## src/rtl/dispbus_pkg.sv

```systemverilog
`timescale 1ns/1ps
package dispbus_pkg;
  localparam int BUS_W = 8;
  localparam int NIB_W = BUS_W / 2;

  typedef enum logic [2:0] {
    PH_IDLE, PH_SETUP, PH_HIGH, PH_HOLD, PH_PAD
  } strobe_ph_t;

  typedef enum logic [2:0] {
    SQ_IDLE, SQ_POLL_A, SQ_POLL_B, SQ_XFER_A, SQ_XFER_B
  } seq_st_t;

  typedef struct packed {
    logic             rs;
    logic             rw;
    logic [BUS_W-1:0] val;
  } strobe_req_t;

  // Nanoseconds to clock cycles, rounded up.
  function automatic int ns_to_cyc(input int ns, input int clk_ns);
    return (ns + clk_ns - 1) / clk_ns;
  endfunction

  function automatic int imax(input int a, input int b);
    return (a > b) ? a : b;
  endfunction
endpackage

```

## src/rtl/dispbus_strobe.sv

```systemverilog
`timescale 1ns/1ps
// One timed strobe: setup, high, hold, then padding up to the cycle minimum.
module dispbus_strobe
  import dispbus_pkg::*;
#(
  parameter int SETUP_C = 1,
  parameter int HIGH_C  = 28,
  parameter int HOLD_C  = 2,
  parameter int PAD_C   = 209,
  parameter int CNT_W   = 16
) (
  input  logic             clk,
  input  logic             rst,
  input  logic             go,
  input  strobe_req_t      req,
  output logic             done,
  output logic [BUS_W-1:0] rd_val,
  output logic             bus_rs,
  output logic             bus_rw,
  output logic             bus_e,
  output logic [BUS_W-1:0] bus_dout,
  output logic             bus_oe,
  input  logic [BUS_W-1:0] bus_din
);
  strobe_ph_t       ph;
  logic [CNT_W-1:0] cnt;

  always_ff @(posedge clk) begin
    if (rst) begin
      ph       <= PH_IDLE;
      cnt      <= '0;
      done     <= 1'b0;
      rd_val   <= '0;
      bus_rs   <= 1'b0;
      bus_rw   <= 1'b0;
      bus_e    <= 1'b0;
      bus_dout <= '0;
      bus_oe   <= 1'b0;
    end else begin
      done <= 1'b0;
      case (ph)
        PH_IDLE: begin
          if (go) begin
            bus_rs   <= req.rs;
            bus_rw   <= req.rw;
            bus_dout <= req.rw ? '0 : req.val;
            bus_oe   <= !req.rw;
            cnt      <= CNT_W'(SETUP_C - 1);
            ph       <= PH_SETUP;
          end
        end
        PH_SETUP: begin
          if (cnt == '0) begin
            bus_e <= 1'b1;
            cnt   <= CNT_W'(HIGH_C - 1);
            ph    <= PH_HIGH;
          end else begin
            cnt <= cnt - 1'b1;
          end
        end
        PH_HIGH: begin
          if (cnt == '0) begin
            bus_e  <= 1'b0;
            rd_val <= bus_din;
            cnt    <= CNT_W'(HOLD_C - 1);
            ph     <= PH_HOLD;
          end else begin
            cnt <= cnt - 1'b1;
          end
        end
        PH_HOLD: begin
          if (cnt == '0) begin
            bus_oe <= 1'b0;
            if (PAD_C > 0) begin
              cnt <= CNT_W'(PAD_C - 1);
              ph  <= PH_PAD;
            end else begin
              done <= 1'b1;
              ph   <= PH_IDLE;
            end
          end else begin
            cnt <= cnt - 1'b1;
          end
        end
        PH_PAD: begin
          if (cnt == '0) begin
            done <= 1'b1;
            ph   <= PH_IDLE;
          end else begin
            cnt <= cnt - 1'b1;
          end
        end
        default: ph <= PH_IDLE;
      endcase
    end
  end
endmodule

```

## src/rtl/dispbus_seq.sv

```systemverilog
`timescale 1ns/1ps
// Request sequencer: busy polling, nibble splitting and read assembly.
module dispbus_seq
  import dispbus_pkg::*;
(
  input  logic             clk,
  input  logic             rst,
  input  logic             req_valid,
  output logic             req_ready,
  input  logic             req_rs,
  input  logic             req_rw,
  input  logic [BUS_W-1:0] req_data,
  input  logic             nibble_mode,
  input  logic             poll_busy,
  output logic             st_go,
  output strobe_req_t      st_req,
  input  logic             st_done,
  input  logic [BUS_W-1:0] st_rd,
  output logic             done,
  output logic [BUS_W-1:0] rd_data
);
  seq_st_t          st;
  logic             t_rs, t_rw, t_nib, busy_seen;
  logic [BUS_W-1:0] t_data;
  logic [NIB_W-1:0] rd_hi;

  assign req_ready = (st == SQ_IDLE);

  always_comb begin
    st_req = '{rs: 1'b0, rw: 1'b1, val: '0};
    case (st)
      SQ_XFER_A: begin
        st_req.rs  = t_rs;
        st_req.rw  = t_rw;
        st_req.val = t_nib ? {t_data[BUS_W-1:NIB_W], {NIB_W{1'b0}}} : t_data;
      end
      SQ_XFER_B: begin
        st_req.rs  = t_rs;
        st_req.rw  = t_rw;
        st_req.val = {t_data[NIB_W-1:0], {NIB_W{1'b0}}};
      end
      default: ;
    endcase
  end

  always_ff @(posedge clk) begin
    if (rst) begin
      st        <= SQ_IDLE;
      st_go     <= 1'b0;
      done      <= 1'b0;
      rd_data   <= '0;
      t_rs      <= 1'b0;
      t_rw      <= 1'b0;
      t_nib     <= 1'b0;
      t_data    <= '0;
      busy_seen <= 1'b0;
      rd_hi     <= '0;
    end else begin
      st_go <= 1'b0;
      done  <= 1'b0;
      case (st)
        SQ_IDLE: begin
          if (req_valid) begin
            t_rs   <= req_rs;
            t_rw   <= req_rw;
            t_nib  <= nibble_mode;
            t_data <= req_data;
            st_go  <= 1'b1;
            st     <= (!req_rw && poll_busy) ? SQ_POLL_A : SQ_XFER_A;
          end
        end
        SQ_POLL_A: begin
          if (st_done) begin
            busy_seen <= st_rd[BUS_W-1];
            st_go     <= 1'b1;
            if (t_nib)               st <= SQ_POLL_B;
            else if (st_rd[BUS_W-1]) st <= SQ_POLL_A;
            else                     st <= SQ_XFER_A;
          end
        end
        SQ_POLL_B: begin
          if (st_done) begin
            st_go <= 1'b1;
            st    <= busy_seen ? SQ_POLL_A : SQ_XFER_A;
          end
        end
        SQ_XFER_A: begin
          if (st_done) begin
            if (t_nib) begin
              rd_hi <= st_rd[BUS_W-1:NIB_W];
              st_go <= 1'b1;
              st    <= SQ_XFER_B;
            end else begin
              if (t_rw) rd_data <= st_rd;
              done <= 1'b1;
              st   <= SQ_IDLE;
            end
          end
        end
        SQ_XFER_B: begin
          if (st_done) begin
            if (t_rw) rd_data <= {rd_hi, st_rd[BUS_W-1:NIB_W]};
            done <= 1'b1;
            st   <= SQ_IDLE;
          end
        end
        default: st <= SQ_IDLE;
      endcase
    end
  end
endmodule

```

## src/rtl/dispbus_engine.sv

```systemverilog
`timescale 1ns/1ps
module dispbus_engine
  import dispbus_pkg::*;
#(
  parameter int CLK_NS           = 5,
  parameter int T_CYCLE_NS       = 1200,
  parameter int T_EHIGH_NS       = 140,
  parameter int T_ADDR_SETUP_NS  = 0,
  parameter int T_ADDR_HOLD_NS   = 10,
  parameter int T_DATA_SETUP_NS  = 40,
  parameter int T_DATA_HOLD_NS   = 10,
  parameter int T_READ_DELAY_NS  = 100,
  parameter int CNT_W            = 16
) (
  input  logic             clk,
  input  logic             rst,
  input  logic             req_valid,
  output logic             req_ready,
  input  logic             req_rs,
  input  logic             req_rw,
  input  logic [BUS_W-1:0] req_data,
  input  logic             nibble_mode,
  input  logic             poll_busy,
  output logic             done,
  output logic [BUS_W-1:0] rd_data,
  output logic             bus_rs,
  output logic             bus_rw,
  output logic             bus_e,
  output logic [BUS_W-1:0] bus_dout,
  output logic             bus_oe,
  input  logic [BUS_W-1:0] bus_din
);
  localparam int SETUP_C = imax(1, ns_to_cyc(T_ADDR_SETUP_NS, CLK_NS));
  localparam int HIGH_C  = imax(imax(ns_to_cyc(T_EHIGH_NS, CLK_NS),
                                     ns_to_cyc(T_DATA_SETUP_NS, CLK_NS)),
                                ns_to_cyc(T_READ_DELAY_NS, CLK_NS) + 1);
  localparam int HOLD_C  = imax(1, imax(ns_to_cyc(T_ADDR_HOLD_NS, CLK_NS),
                                        ns_to_cyc(T_DATA_HOLD_NS, CLK_NS)));
  localparam int BASE_C  = SETUP_C + HIGH_C + HOLD_C;
  localparam int CYC_C   = ns_to_cyc(T_CYCLE_NS, CLK_NS);
  localparam int PAD_C   = (CYC_C > BASE_C) ? (CYC_C - BASE_C) : 0;

  logic             st_go, st_done;
  strobe_req_t      st_req;
  logic [BUS_W-1:0] st_rd;

  dispbus_seq u_seq (
    .clk        (clk),
    .rst        (rst),
    .req_valid  (req_valid),
    .req_ready  (req_ready),
    .req_rs     (req_rs),
    .req_rw     (req_rw),
    .req_data   (req_data),
    .nibble_mode(nibble_mode),
    .poll_busy  (poll_busy),
    .st_go      (st_go),
    .st_req     (st_req),
    .st_done    (st_done),
    .st_rd      (st_rd),
    .done       (done),
    .rd_data    (rd_data)
  );

  dispbus_strobe #(
    .SETUP_C(SETUP_C),
    .HIGH_C (HIGH_C),
    .HOLD_C (HOLD_C),
    .PAD_C  (PAD_C),
    .CNT_W  (CNT_W)
  ) u_strobe (
    .clk     (clk),
    .rst     (rst),
    .go      (st_go),
    .req     (st_req),
    .done    (st_done),
    .rd_val  (st_rd),
    .bus_rs  (bus_rs),
    .bus_rw  (bus_rw),
    .bus_e   (bus_e),
    .bus_dout(bus_dout),
    .bus_oe  (bus_oe),
    .bus_din (bus_din)
  );
endmodule

```

## config.mk

```make
export PLATFORM = sky130hd
export DESIGN_NAME = dispbus_engine
export DESIGN_NICKNAME = d
export VERILOG_FILES = /design/src/rtl/dispbus_pkg.sv /design/src/rtl/dispbus_strobe.sv /design/src/rtl/dispbus_seq.sv /design/src/rtl/dispbus_engine.sv
export SDC_FILE = /design/constraint.sdc
export NUM_CORES = 1
export LEC_CHECK = 0
export ABC_CLOCK_PERIOD_IN_PS = 2600
export BUFFER_PORTS_ARGS = -buffer_cell sky130_fd_sc_hd__clkbuf_2
export CORE_MARGIN = 2
export CORE_UTILIZATION = 30
export CTS_CLUSTER_DIAMETER = 40
export DETAILED_ROUTE_END_ITERATION = 6
export PLACE_DENSITY = 0.54
export SKIP_LAST_GASP = 1
export SYNTH_ARGS = -nofsm -noshare
export SYNTH_HDL_FRONTEND = slang
export SYNTH_HIERARCHICAL = 1
export SYNTH_SLANG_ARGS = --single-unit
```

## constraint.sdc

```tcl
create_clock -name clk -period 2.6 [get_ports clk]
set_input_delay 0.13 -clock clk [delete_from_list [all_inputs] [get_ports clk]]
set_output_delay 0.13 -clock clk [all_outputs]
set_load 0.02 [all_outputs]
```

## Word-level counts from Yosys, hierarchy flattened

Cells that the tools add are included.

| word-level totals | value |
|---|---|
| ROM bits | 0 |
| memories | 0 |
| logic and storage cells | 112 |
| bits in writable memories | 0 |
| latch bits | 0 |
| output and inout port bits | 22 |
| flip-flop bits (word level) | 69 |

| operators by class | value |
|---|---|
| $add $sub $neg | 1 |
| bitwise logic cells | 1 |
| reductions and logical operators | 23 |
| $lt $le $gt $ge | 0 |
| eq/ne operators | 22 |
| divide/modulo/power cells | 0 |
| multiplexer cells | 46 |
| $mul | 0 |
| shift-type cells | 0 |

Operators with widths:

| cell | number |
|---|---|
| 2-to-1 mux 16 bit | 5 |
| one-hot mux 16 bit (5 select lines) | 1 |
| 2-to-1 mux 8 bit | 6 |
| 2-to-1 mux 3 bit | 12 |
| one-hot mux 3 bit (5 select lines) | 2 |
| inequality test 2 x 1 -> 1 bit, second input constant | 10 |
| one-hot mux 10 bit (2 select lines) | 1 |
| logical NOT 16 bit | 1 |
| one-hot mux 8 bit (2 select lines) | 1 |
| subtractor 16 x 1 -> 16 bit, second input constant | 1 |
| == test 3 x 2 -> 1 bit, second input constant | 4 |
| AND reduction 3 bit | 4 |
| 2-to-1 mux 1 bit | 10 |
| AND reduction 5 bit | 2 |
| inequality test 2 bit, second input constant | 4 |
| AND reduction 2 bit | 4 |
| == test 3 x 1 -> 1 bit, second input constant | 2 |
| == test 3 bit, second input constant | 2 |
| logical NOT 3 bit | 2 |
| 2-to-1 mux 2 bit | 3 |
| one-hot mux 1 bit (2 select lines) | 3 |
| AND reduction 6 bit | 1 |
| nonzero test 2 bit | 3 |
| nonzero test 5 bit | 1 |
| 6 further kinds | 8 |

## Depth between registers and ports, before layout

| logic depth | value |
|---|---|
| word-level depth | 5 |
| depth in mapped cells | 9 |
| gate-level depth less buffers | 7 |

## Cells and area by module

Netlist, hierarchy kept.

By module, submodules not included:

| module | area an instance (um2) | sequential area each (um2) | instances | cells each |
|---|---|---|---|---|
| dispbus_strobe | 2130.8 | 800.8 | 1 | 255 |
| dispbus_seq | 1373.8 | 580.6 | 1 | 155 |

## Least setup slack after synthesis

Ideal clock, no wire load.

| timing path | value |
|---|---|
| kind | register to register |
| start point | register u_strobe.cnt[0] |
| end point | register u_strobe.cnt[12] |
| clock period less this slack | 1.934 ns |
| setup slack | 0.666 ns |
| stages on the path, launching flop included | 9 |
| path buffers | 1 |
| arrival | 1.864 ns |
| required time | 2.530 ns |
| cell sequence | dfxtp_1 > buf_6 > inv_1 > ha_1 > nor3b_4 > and3_1 > and2_0 > or4_1 > a21oi_1 |

| on the way | value |
|---|---|
| cells in the longest elaborated chain, start to end | 3 |
| elaborated cells on any way between the ends | 9 |
| classes of those cells | 1 x add/sub; 1 x eq/ne; 5 x mux; 2 x reduce/logical |

RTL lines:

| what | line | RTL |
|---|---|---|
| start, declared | dispbus_strobe.sv:26 | `logic [CNT_W-1:0] cnt;` |
| start signal, assigned | dispbus_strobe.sv:48 | `cnt <= CNT_W'(SETUP_C - 1);` |
| start signal, assigned | dispbus_strobe.sv:55 | `cnt <= CNT_W'(HIGH_C - 1);` |
| start signal, assigned | dispbus_strobe.sv:58 | `cnt <= cnt - 1'b1;` |
| subtractor 16 x 1 -> 16 bit or logical NOT 16 bit (tied branches) | n/a |  |
| 2-to-1 mux 16 bit, or another cell as far along | dispbus_strobe.sv:86 | `if (cnt == '0) begin` |
| one-hot mux 16 bit (5 select lines) or AND reduction 3 bit (tied branches) | n/a |  |

Parallel ways exist; a longest one is shown, timed or not. The select of a mux whose other input is x is not followed.
A chain may end at the register's enable or synchronous reset.

## Worst setup path in the final report

| timing path | value |
|---|---|
| start point | register u_strobe.cnt[0] |
| end point | register u_strobe.cnt[0] |

Same word-level chain as after synthesis.

==> summary.txt <==
Pwr
  – Switching share of power: 0.406
  – Part of the power in the clock network: 0.254
  – Sw power: 1.90 mW
  – Logic gate share of total power: 0.432
  – Pint: 2.77 mW
  – Leakage: 1.49 nW
  – Peak supply drop: 0.000427 V
  – Flop pwr share: 0.315
  – Pwr Density: about 1200 mW/mm^2

Floorplan
  – Core area: roughly 0.011 mm^2
  – Die Height: about 110 um
  – Site row count: 39
  – Die area: 0.0126 mm^2
  – IO Count: 45
  – DIE WIDTH: about 110 um
  – Initial Util: 0.307

Yosys
  – Post-Syn Instances: 410
  – Synthesized net count: ~430
  – Synth Flop Type: dfxtp_1
  – Syn_area_per_cell: between 8 and 9 um^2
  – Yosys reg bits: 69
  – FFs w/ async S/R, synth: 0
  – Top-count cell post-synth: dfxtp_1
  – Cell taking the most area after synthesis: dfxtp_1
  – EDFF count, synth: 0
  – Synthesized cell area: roughly 0.0035 mm^2
  – Seq/Total Area, Yosys: 0.394
  – Ranking of synthesized cells by area: dfxtp_1 39%, mux2i_1 6.0%, a21oi_1 5.7%, nand2_1 5.1%, nor2_1 4.3%
  – Post-synthesis cell type count: 70
  – Top cells by count, synth: 69 x dfxtp_1, 48 x nand2_1, 40 x a21oi_1, 40 x nor2_1, 21 x mux2i_1
  – Post-synth top area share: 0.394
  – Yosys warnings: 6

Setup path
  – Setup CP Type: reg2reg
  – Crit. End Element: flop
  – Crit start category: flop
  – Worst EP required: 2.78 ns
  – Setup slack, reg-to-reg: between 0.2 and 0.3 ns
  – Max Fanout on Critical Path: 10
  – WP data arrival: 2.50 ns

Cells and area
  – Area of the multi-input gates: ~0.0019 mm^2
  – FILL cells: between 1,000 and 1,500
  – Layout cells sized above 1: 0.195
  – Ant diodes: 0
  – Fin nets: 466
  – Sequential cell area: about 0.0014 mm^2
  – Final instance area: approximately 0.0041 mm^2
  – Final Util: 0.355
  – Area grow syn2layout: 15.7%
  – Final std cells w/o fill: between 500 and 600

Route
  – Vias: 3,036
  – DR WL/cell: between 10 and 15 um
  – Final wirelength: 8050 um
  – DR iter-0 viols: 175
  – Routed vias/inst: 5.15
  – DRC: 0
  – DRT Pass-1 Iters: 5
  – Final ANT Viol Nets: 0

GRT
  – Grt total ovfl: 0
  – Initial antenna violation count: 0
  – Largest net degree at the start of global routing: 37
  – First-pass GRT wire length: between 10,000 and 15,000 um
  – Vias in the first global route: approximately 3,000
  – GRT Resource Usage Total: 0.134

Run status
  – Status: finished, final reports clean

Timing
  – Final period util: 0.893
  – Fin worst setup slack: 0.279 ns
  – Hold Fails Final Rpt: 0
  – Max-slew violations: 0
  – Final setup fails: 0
  – Worst Tran Pin Value: 0.821 ns
  – Slew headroom: 0.451
  – Fin crit period: ~2.3 ns
  – Max Clock Skew: between 0.003 and 0.004 ns
  – RSZ-0062 raised after global routing: no
  – Setup_tns: 0 ns
  – Fmax: approximately 430 MHz

Job
  – Max-cap violations: 0

Clock tree
  – Clock Sinks: about 70
  – Clk_lat worst skew: 0.33 ns
  – PostCTS Resize Cnt: 0
  – Buffer depth of the longest clock path: 2
  – Postcts setup bufs: 0
  – Clock root buffer master: clkbuf_16
  – CTS Buf Count: 9
  – Clk pin slew, worst setup/hold paths: 0.06 ns
  – Htree depth: 3
  – TritonCTS clock tree: yes
  – Cts-stage hold buffer count: 0

Place
  – Post-DP HPWL: approximately 5700 um
  – Dpl ws: around 0.34 ns
  – Placed cell areas: roughly 0.0038 mm^2
  – Port Buf Inserts: 44
  – GPL Wtd Cong: 0.826
  – Post-placement cell count: around 570

Worst hold path
  – Worst hold path class: in2reg
-- critical path, stage by stage, from the launching register on --
cell and delay, ns:
dfxtp_1 0.40, inv_1 0.12, ha_1 0.18, nor3b_4 0.33, nand4_1 0.40, mux2_2 0.41, a221oi_1 0.25, a311oi_1 0.08
-- power by group through the flow --
stage	Combinational (mW)	Sequential (mW)	Clock [mW]
after floorplan	1.76	1.39	0
after global placement	1.99	1.48	0
after detailed placement	2.00	1.49	0
after CTS	2.02	1.46	1.21
after global routing	2.28	1.50	1.26
final	2.02	1.47	1.18
-- flip-flops by register name (all words and copies together) (netlist names), 3 cells and up --
register / flops
u_strobe/bus_dout: 8
u_strobe/ph: 3
u_strobe/cnt: 16
u_seq/t_data: 8
u_seq/st: 3
u_seq/rd_hi: 4
u_strobe/rd_val: 8
u_seq/rd_data: 8
-- cell type report --
| cell class | count | area share |
|---|---|---|
| clock inverter | 4 | 0.0120 |
| tap | 143 | 0.0441 |
| clock buffer | 12 | 0.0583 |
| multi-input combinational | 302 | 0.468 |
| timing repair buffer | 52 | 0.0691 |
| inverter | 8 | 0.00741 |
| sequential | 69 | 0.341 |
-- cell families after synthesis --
family | after synthesis | share of synthesized area
flip-flops | 69 | 0.394
adder cells (fa/ha/maj) | 1 | 0.00357
multiplexers | 22 | 0.0632
buffers and inverters | 39 | 0.0639
AND/OR/NAND/NOR | 169 | 0.263
AO/OA/AOI/OAI | 103 | 0.194
XOR/XNOR | 7 | 0.0175
-- layer usage --
layer	share of wire	wire length (um)	up-vias	global-route usage
li1	-	-	1533	-
met1	0.48	3870	1442	0.173
met2	0.47	3800	51	0.218
met3	0.030	241	10	0.0259
met4	0.018	142	0	0.0593
met5	0	0	-	0
-- placed cells by master (no fill, tap or decap), types with 3 or more instances in the layout --
| master | count |
|---|---|
| or4_1 | 5 |
| o211ai_1 | 5 |
| o21ai_0 | 15 |
| buf_4 | 8 |
| mux2i_1 | 21 |
| xnor2_1 | 3 |
| nor4_1 | 3 |
| o31ai_1 | 4 |
| nand3b_1 | 8 |
| nand2b_1 | 3 |
| nor2_1 | 40 |
| nor3b_1 | 4 |
| a211oi_1 | 7 |
| and3_1 | 3 |
| a22o_1 | 4 |
| nand2_1 | 48 |
| a31oi_1 | 3 |
| nor3_1 | 12 |
| clkbuf_2 | 44 |
| clkbuf_16 | 9 |
| clkbuf_1 | 3 |
| nand4_1 | 3 |
| nand3_1 | 8 |
| dfxtp_1 | 69 |
| xor2_1 | 4 |
| inv_1 | 8 |
| a21oi_1 | 40 |
| and2_1 | 7 |
-- per-stage QoR --
| step | power [mW] | hold WS [ns] |
|---|---|---|
| 5_1_grt | 5.04 | 0.0286 |
| 2_1_floorplan | 3.15 | 0.266 |
| 4_1_cts | 4.69 | 0.0105 |
| 6_report | 4.67 | 0.0144 |
| 3_5_place_dp | 3.49 | 0.365 |
| 3_3_place_gp | 3.48 | 0.355 |
-- path summary, 6_finish.rpt --
check                                          from                                 to  cells past startpoint
setup / recovery       u_strobe/cnt[0]$_SDFFE_PP0P_       u_strobe/cnt[0]$_SDFFE_PP0P_                      7
hold / removal                          nibble_mode           u_seq/t_nib$_SDFFE_PP0P_                      3
setup reg to reg       u_strobe/cnt[0]$_SDFFE_PP0P_       u_strobe/cnt[0]$_SDFFE_PP0P_                      7
hold reg to reg   u_strobe/bus_dout[7]$_SDFFE_PP0P_  u_strobe/bus_dout[7]$_SDFFE_PP0P_                      2
Power figures use the tool's default switching activity.
